--- config.mk ---
export PLATFORM = sky130hd
export DESIGN_NAME = irq_entry_seq
export DESIGN_NICKNAME = d
export VERILOG_FILES = /design/src/rtl/irqseq_pkg.sv /design/src/rtl/irqseq_pending.sv /design/src/rtl/irqseq_ctrl.sv /design/src/rtl/irq_entry_seq.sv
export SDC_FILE = /design/constraint.sdc
export NUM_CORES = 1
export LEC_CHECK = 0
export BUFFER_PORTS_ARGS = -buffer_cell sky130_fd_sc_hd__buf_2
export CELL_PAD_IN_SITES_DETAIL_PLACEMENT = 1
export CELL_PAD_IN_SITES_GLOBAL_PLACEMENT = 2
export CORE_MARGIN = 4
export CORE_UTILIZATION = 24
export CTS_CLUSTER_DIAMETER = 30
export DETAILED_ROUTE_END_ITERATION = 7
export PLACE_DENSITY_LB_ADDON = 0.1
export SLEW_MARGIN = 30
export SYNTH_ARGS = -nofsm -noshare
export SYNTH_HDL_FRONTEND = slang
export SYNTH_SLANG_ARGS = --single-unit
--- constraint.sdc ---
create_clock -name clk -period 1.45 [get_ports clk]
set_input_delay 0.145 -clock clk [delete_from_list [all_inputs] [get_ports clk]]
set_output_delay 0.145 -clock clk [all_outputs]
set_load 0.05 [all_outputs]
--- src/rtl/irqseq_pkg.sv ---
package irqseq_pkg;
  typedef enum logic [3:0] {
    SQ_IDLE, SQ_RST_LO, SQ_RST_HI, SQ_OP1, SQ_OP2,
    SQ_PUSH_HI, SQ_PUSH_LO, SQ_PUSH_ST, SQ_VEC_LO, SQ_VEC_HI
  } seq_state_e;

  localparam int FLAG_I = 2;
  localparam int FLAG_B = 4;
  localparam int FLAG_U = 5;
  localparam logic [7:0] RESET_STATUS = 8'h04;
endpackage

--- src/rtl/irqseq_pending.sv ---
module irqseq_pending #(
  parameter int NUM_SRC = 4
) (
  input  logic               clk,
  input  logic               rst_n,
  input  logic [NUM_SRC-1:0] irq_set,
  input  logic [NUM_SRC-1:0] irq_clr,
  input  logic               irq_temp,
  input  logic               nmi_req,
  input  logic               nmi_ack,
  input  logic               boundary,
  output logic               nmi_pend,
  output logic               irq_pend
);
  logic [NUM_SRC-1:0] src_q;
  logic               temp_q;
  logic               nmi_q;

  always_ff @(posedge clk) begin
    if (!rst_n) begin
      src_q  <= '0;
      temp_q <= 1'b0;
      nmi_q  <= 1'b0;
    end else begin
      src_q <= (src_q | irq_set) & ~irq_clr;
      if (irq_temp)      temp_q <= 1'b1;
      else if (boundary) temp_q <= 1'b0;
      if (nmi_req)       nmi_q <= 1'b1;
      else if (nmi_ack)  nmi_q <= 1'b0;
    end
  end

  assign nmi_pend = nmi_q;
  assign irq_pend = (|src_q) | temp_q;
endmodule

--- src/rtl/irqseq_ctrl.sv ---
module irqseq_ctrl
  import irqseq_pkg::*;
#(
  parameter logic [7:0]  STACK_PAGE = 8'h01,
  parameter logic [15:0] VEC_NMI    = 16'hFFFA,
  parameter logic [15:0] VEC_RST    = 16'hFFFC,
  parameter logic [15:0] VEC_IRQ    = 16'hFFFE
) (
  input  logic        clk,
  input  logic        rst_n,
  input  logic        insn_start,
  input  logic        jammed,
  input  logic        nmi_pend,
  input  logic        irq_pend,
  input  logic        pc_we,
  input  logic [15:0] pc_wdata,
  input  logic        st_we,
  input  logic [7:0]  st_wdata,
  input  logic        mem_ready,
  input  logic [7:0]  mem_rdata,
  output logic        nmi_ack,
  output logic        boundary,
  output logic        mem_valid,
  output logic        mem_we,
  output logic [15:0] mem_addr,
  output logic [7:0]  mem_wdata,
  output logic [15:0] pc,
  output logic [7:0]  sp,
  output logic [7:0]  status,
  output logic        busy
);
  seq_state_e state_q, state_d;
  logic [15:0] pc_q;
  logic [7:0]  sp_q, st_q, vec_lo_q;
  logic        i_prev_q, skip_q, is_nmi_q;
  logic        take_nmi, take_irq, accept;
  logic [15:0] vec_base;

  assign boundary = insn_start && (state_q == SQ_IDLE);
  assign take_nmi = boundary && !skip_q && !jammed && nmi_pend;
  assign take_irq = boundary && !skip_q && !jammed && !nmi_pend && irq_pend && !i_prev_q;
  assign nmi_ack  = take_nmi;
  assign vec_base = is_nmi_q ? VEC_NMI : VEC_IRQ;

  always_comb begin
    mem_valid = 1'b0;
    mem_we    = 1'b0;
    mem_addr  = '0;
    mem_wdata = '0;
    unique case (state_q)
      SQ_RST_LO:  begin mem_valid = 1'b1; mem_addr = VEC_RST; end
      SQ_RST_HI:  begin mem_valid = 1'b1; mem_addr = 16'(VEC_RST + 16'd1); end
      SQ_PUSH_HI: begin mem_valid = 1'b1; mem_we = 1'b1; mem_addr = {STACK_PAGE, sp_q}; mem_wdata = pc_q[15:8]; end
      SQ_PUSH_LO: begin mem_valid = 1'b1; mem_we = 1'b1; mem_addr = {STACK_PAGE, sp_q}; mem_wdata = pc_q[7:0]; end
      SQ_PUSH_ST: begin
        mem_valid = 1'b1; mem_we = 1'b1; mem_addr = {STACK_PAGE, sp_q};
        mem_wdata = st_q;
        mem_wdata[FLAG_B] = 1'b0;
        mem_wdata[FLAG_U] = 1'b1;
      end
      SQ_VEC_LO:  begin mem_valid = 1'b1; mem_addr = vec_base; end
      SQ_VEC_HI:  begin mem_valid = 1'b1; mem_addr = 16'(vec_base + 16'd1); end
      default: ;
    endcase
  end

  assign accept = mem_valid && mem_ready;

  always_comb begin
    state_d = state_q;
    unique case (state_q)
      SQ_IDLE:    if (take_nmi || take_irq) state_d = SQ_OP1;
      SQ_OP1:     state_d = SQ_OP2;
      SQ_OP2:     state_d = SQ_PUSH_HI;
      SQ_RST_LO:  if (accept) state_d = SQ_RST_HI;
      SQ_RST_HI:  if (accept) state_d = SQ_IDLE;
      SQ_PUSH_HI: if (accept) state_d = SQ_PUSH_LO;
      SQ_PUSH_LO: if (accept) state_d = SQ_PUSH_ST;
      SQ_PUSH_ST: if (accept) state_d = SQ_VEC_LO;
      SQ_VEC_LO:  if (accept) state_d = SQ_VEC_HI;
      SQ_VEC_HI:  if (accept) state_d = SQ_IDLE;
      default:    state_d = SQ_IDLE;
    endcase
  end

  always_ff @(posedge clk) begin
    if (!rst_n) begin
      state_q  <= SQ_RST_LO;
      pc_q     <= '0;
      sp_q     <= '0;
      st_q     <= RESET_STATUS;
      vec_lo_q <= '0;
      i_prev_q <= 1'b1;
      skip_q   <= 1'b0;
      is_nmi_q <= 1'b0;
    end else begin
      state_q <= state_d;
      if (state_q == SQ_IDLE) begin
        if (pc_we) pc_q <= pc_wdata;
        if (st_we) st_q <= st_wdata;
      end
      if (boundary) begin
        i_prev_q <= st_q[FLAG_I];
        skip_q   <= 1'b0;
      end
      if (take_nmi || take_irq) is_nmi_q <= take_nmi;
      if (accept && mem_we) sp_q <= sp_q - 8'd1;
      if (accept && state_q == SQ_PUSH_ST) st_q[FLAG_I] <= 1'b1;
      if (accept && (state_q == SQ_RST_LO || state_q == SQ_VEC_LO)) vec_lo_q <= mem_rdata;
      if (accept && (state_q == SQ_RST_HI || state_q == SQ_VEC_HI)) pc_q <= {mem_rdata, vec_lo_q};
      if (accept && state_q == SQ_VEC_HI) skip_q <= 1'b1;
    end
  end

  assign pc     = pc_q;
  assign sp     = sp_q;
  assign status = st_q;
  assign busy   = (state_q != SQ_IDLE);
endmodule

--- src/rtl/irq_entry_seq.sv ---
module irq_entry_seq #(
  parameter int          NUM_SRC    = 4,
  parameter logic [7:0]  STACK_PAGE = 8'h01,
  parameter logic [15:0] VEC_NMI    = 16'hFFFA,
  parameter logic [15:0] VEC_RST    = 16'hFFFC,
  parameter logic [15:0] VEC_IRQ    = 16'hFFFE
) (
  input  logic               clk,
  input  logic               rst_n,
  input  logic               insn_start,
  input  logic               jammed,
  input  logic               nmi_req,
  input  logic [NUM_SRC-1:0] irq_set,
  input  logic [NUM_SRC-1:0] irq_clr,
  input  logic               irq_temp,
  input  logic               pc_we,
  input  logic [15:0]        pc_wdata,
  input  logic               st_we,
  input  logic [7:0]         st_wdata,
  output logic               mem_valid,
  input  logic               mem_ready,
  output logic               mem_we,
  output logic [15:0]        mem_addr,
  output logic [7:0]         mem_wdata,
  input  logic [7:0]         mem_rdata,
  output logic [15:0]        pc,
  output logic [7:0]         sp,
  output logic [7:0]         status,
  output logic               busy
);
  logic nmi_pend, irq_pend, nmi_ack, boundary;

  irqseq_pending #(.NUM_SRC(NUM_SRC)) u_pend (
    .clk(clk), .rst_n(rst_n), .irq_set(irq_set), .irq_clr(irq_clr),
    .irq_temp(irq_temp), .nmi_req(nmi_req), .nmi_ack(nmi_ack),
    .boundary(boundary), .nmi_pend(nmi_pend), .irq_pend(irq_pend)
  );

  irqseq_ctrl #(
    .STACK_PAGE(STACK_PAGE), .VEC_NMI(VEC_NMI), .VEC_RST(VEC_RST), .VEC_IRQ(VEC_IRQ)
  ) u_ctrl (
    .clk(clk), .rst_n(rst_n), .insn_start(insn_start), .jammed(jammed),
    .nmi_pend(nmi_pend), .irq_pend(irq_pend), .pc_we(pc_we), .pc_wdata(pc_wdata),
    .st_we(st_we), .st_wdata(st_wdata), .mem_ready(mem_ready), .mem_rdata(mem_rdata),
    .nmi_ack(nmi_ack), .boundary(boundary), .mem_valid(mem_valid), .mem_we(mem_we),
    .mem_addr(mem_addr), .mem_wdata(mem_wdata), .pc(pc), .sp(sp), .status(status),
    .busy(busy)
  );
endmodule

==> flow_summary.yaml <==
run_status:
  status: "finished with violations"
  violations: "negative setup slack"
critical_path:
  max_stage_delay_ps: 380
  path_cells: "or2_4, o21ai_4, nor2_4, buf_12, a21o_4, buf_8"
  r2r_cells: 7
  crit_fanout: 12
  worst-path-buf-inv: 2
  worst_path_max_delay_cell: "dfxtp_4"
  crit_family: "flip-flops"
  required_ps: 1310
  r2r-end: "u_ctrl.is_nmi_q"
  r2r_start: "u_ctrl.state_q[0]"
  cp.depth: 6
  critical_path_class: "register to primary output"
  end_kind: "primary output"
  r2r_slack_ps: -190
  critical_path.startpoint_type: "register"
  cp.arrival_ps: 1640
min_path:
  hold_depth: 3
  worstHoldStart: "irq_temp"
  min_path_type: "input port to register"
  min_to: "u_pend.temp_q"
drt:
  ant_nets: 0
  dr.pass1.iters: 4
  via_per_inst: 4.79
  vias: 2916
  routed_wl_um: 10500
  drc: 0
  post_drt_wl_per_cell_um: 17.3
  drt_iter0_drc: 74
job:
  max-cap-violations: 0
sta:
  fmax_mhz: 559
  skew_ps: 4.64
  grt_setup_unrepaired: "true"
  relSlewSlack: 0.790
  hold_viol: 0
  setup_viol: 60
  tightest_slew_ps: 315
  fin_crit_sh: 1.23
  slew_violations: 0
  worst_slack_ps: -340
  finalCriticalPeriod_ps: 1790
  fin_tns_setup_ps: -9310
clock_network:
  clk_latency_ps: 310
  cts_tree: "yes"
  clockRootBuffer: "clkbuf_8"
  clockBufferDepth: 2
  htreeDepth: 2
  clk_pin_slew_ps: 100
  cts.sinks: 53
  cts_made_buffers: 5
power:
  power_density_nw_per_um2: 1950
  p_total_mw: 9.45
  p_leak_nw: 2.13
  switching_share: 0.469
  max-vdd-ir-drop_v: 0.00153
  switchingPower_mw: 4.43
  p_seq_frac: 0.211
  pwr-share-comb: 0.681
  p_int_mw: 5.02
  clkPwrFrac: 0.108
logic_synthesis:
  yosys_warnings: 0
  synth_area_um2: 2650
  synthArstFlopShare: 0
  avgSynthCellArea_um2: 8.54
  seq_area_frac_synth: 0.401
  syn-num-nets: 360
  syn_inst: 310
  synth-edff-count: 0
  yosysUniqueCellTypes: 50
  synth-main-ff-cell: "dfxtp_1"
  synth_seq_cells: 53
die:
  die_w_um: 113
  die-area_um2: 12800
  core_um2: 10800
  pin_count: 108
  initial_core_util: 0.245
  num_rows: 38
  die_h_um: 113
placed_design:
  dp_hpwl_um: 7270
  gp_routability_congestion: 0.752
  io_buffer_count: 107
  placed_cells: 576
finish:
  fill_cells: 1206
  nets: 519
  stdcell_count: 609
  diodes: 0
  layout-drive-gt1-share: 0.603
  area_delta_synth_final_pct: 83.5
global_route:
  grt_pass1_wl_um: 15900
  grt_pass1_vias: 3034
  gr-total-overflow: 0
  grt_antenna_before_repair: 0
  grt_max_degree: 29
  track_usage: 0.155
[stage by stage]
stage	cell area (um2)	hold WS, ps	utilization	setup WS (ps)
3_5_place_dp	3820	313	0.354	-186
3_3_place_gp	3820	308	0.354	-198
2_1_floorplan	2860	222	-	-216
6_report	4860	37.8	0.450	-340
5_1_grt	4860	25.7	0.450	-394
4_1_cts	4280	26.1	0.396	-366
[power groups by stage]
stage	Clock [mW]	Combinational, mW	Sequential (mW)
after detailed placement	0	4.73	1.95
after floorplan	0	3.10	2.39
final	1.02	6.44	1.99
after global routing	1.11	6.77	2.04
after CTS	1.07	5.39	1.94
after global placement	0	4.69	1.94
[synthesized netlist by cell type, drive strengths merged (3+ instances only)]
cell type | instances | area [um2]
dfxtp | 53 | 1060
nor2 | 37 | 146
a21oi | 33 | 165
mux2i | 25 | 250
o21ai | 24 | 120
nand2 | 20 | 77.6
buf | 17 | 110
nand3 | 16 | 85.1
clkbuf | 10 | 37.5
nor3 | 7 | 35.0
a22oi | 6 | 45.0
mux2 | 6 | 67.6
a21o | 5 | 37.5
inv | 5 | 18.8
nor4 | 4 | 52.6
or4 | 4 | 30.0
xnor2 | 4 | 35.0
o22ai | 3 | 18.8
xor2 | 3 | 26.3
[worst min-delay path: stages]
cell	delay, ps
buf_2	80
a21oi_2	30
nor2_1	60
[worst max path at each step]
stage / slack (ps) / from / end
floorplan: -220 / u_ctrl.state_q[0] / mem_addr[3]
global placement: -200 / u_ctrl.state_q[2] / mem_addr[2]
detailed placement: -190 / u_ctrl.state_q[2] / mem_addr[2]
CTS: -370 / u_ctrl.state_q[1] / mem_addr[5]
global route: -390 / u_ctrl.state_q[1] / mem_addr[4]
finish: -340 / u_ctrl.state_q[0] / mem_addr[4]
[metal layers]
metal  share of wire  up-vias  wire, um  global-route usage
met5               0        -         0                   0
met4          0.0059        0        62              0.0409
met3           0.036        6       379              0.0267
met2            0.50       52      5280               0.257
met1            0.46     1439      4810               0.208
li1                -     1419         -                   -
[cell families (layout without fill, tap and decap cells)]
family / after synthesis / in the layout / share of synthesized area
DFF: 53 / 53 / 0.401
xor gates and xnor gates: 7 / 7 / 0.0232
adders and majority gates: 1 / 1 / 0.00473
and+or+nand+nor: 105 / 105 / 0.212
muxes: 31 / 31 / 0.120
AOI/OAI and AO/OA: 81 / 81 / 0.176
buffers and inverters: 32 / 191 / 0.0629
[final cells by class]
type / count / area (um2) / area share
Tap cell: 140 / 175 / 0.0361
Inverter: 5 / 23.8 / 0.00489
Sequential cell: 53 / 1090 / 0.224
Clock buffer: 5 / 68.8 / 0.0142
Clock inverter: 2 / 35.0 / 0.00721
Timing Repair Buffer: 179 / 1510 / 0.310
Multi-Input combinational cell: 225 / 1960 / 0.404
[registers in the layout, summed over array words and instances (netlist names)]
register,flops
u_ctrl.status,8
u_ctrl.is_nmi_q,1
u_ctrl.vec_lo_q,8
u_pend.temp_q,1
u_ctrl.skip_q,1
u_ctrl.i_prev_q,1
u_ctrl.sp,8
u_ctrl.state_q,4
u_pend.nmi_pend,1
u_ctrl.pc,16
u_pend.src_q,4
[cell usage in the layout, fill, tap and decap left out, types with 4 or more instances in the layout]
cell | Yosys | final
nand3_1 | 15 | 13
buf_2 | 7 | 80
a21oi_2 | 0 | 12
a21o_4 | 0 | 5
buf_6 | 0 | 25
mux2_1 | 6 | 4
nand2_1 | 19 | 6
dfxtp_4 | 0 | 5
nand2_2 | 1 | 7
buf_8 | 0 | 9
dfxtp_2 | 0 | 5
nand2_4 | 0 | 5
buf_4 | 10 | 46
nor3_1 | 7 | 5
o21ai_0 | 18 | 17
clkbuf_8 | 0 | 5
dlygate4sd3_1 | 0 | 4
nor2_1 | 36 | 25
mux2i_1 | 25 | 20
nor2_4 | 1 | 5
a22oi_2 | 0 | 6
a21oi_1 | 33 | 19
nor2_2 | 0 | 7
dfxtp_1 | 53 | 43
buf_12 | 0 | 11
[what timing repair did]
| item | in CTS | in global routing |
|---|---|---|
| pin swaps | 11 | 47 |
| gates cloned | 1 | 2 |
| gates resized for setup | 67 | 112 |
| setup endpoints to repair | 71 | 71 |
| endpoints found under the hold margin | 4 | 0 |
| hold buffers | 4 | 0 |
| setup buffers | 9 | 17 |
(Power assumes the default switching activity.)
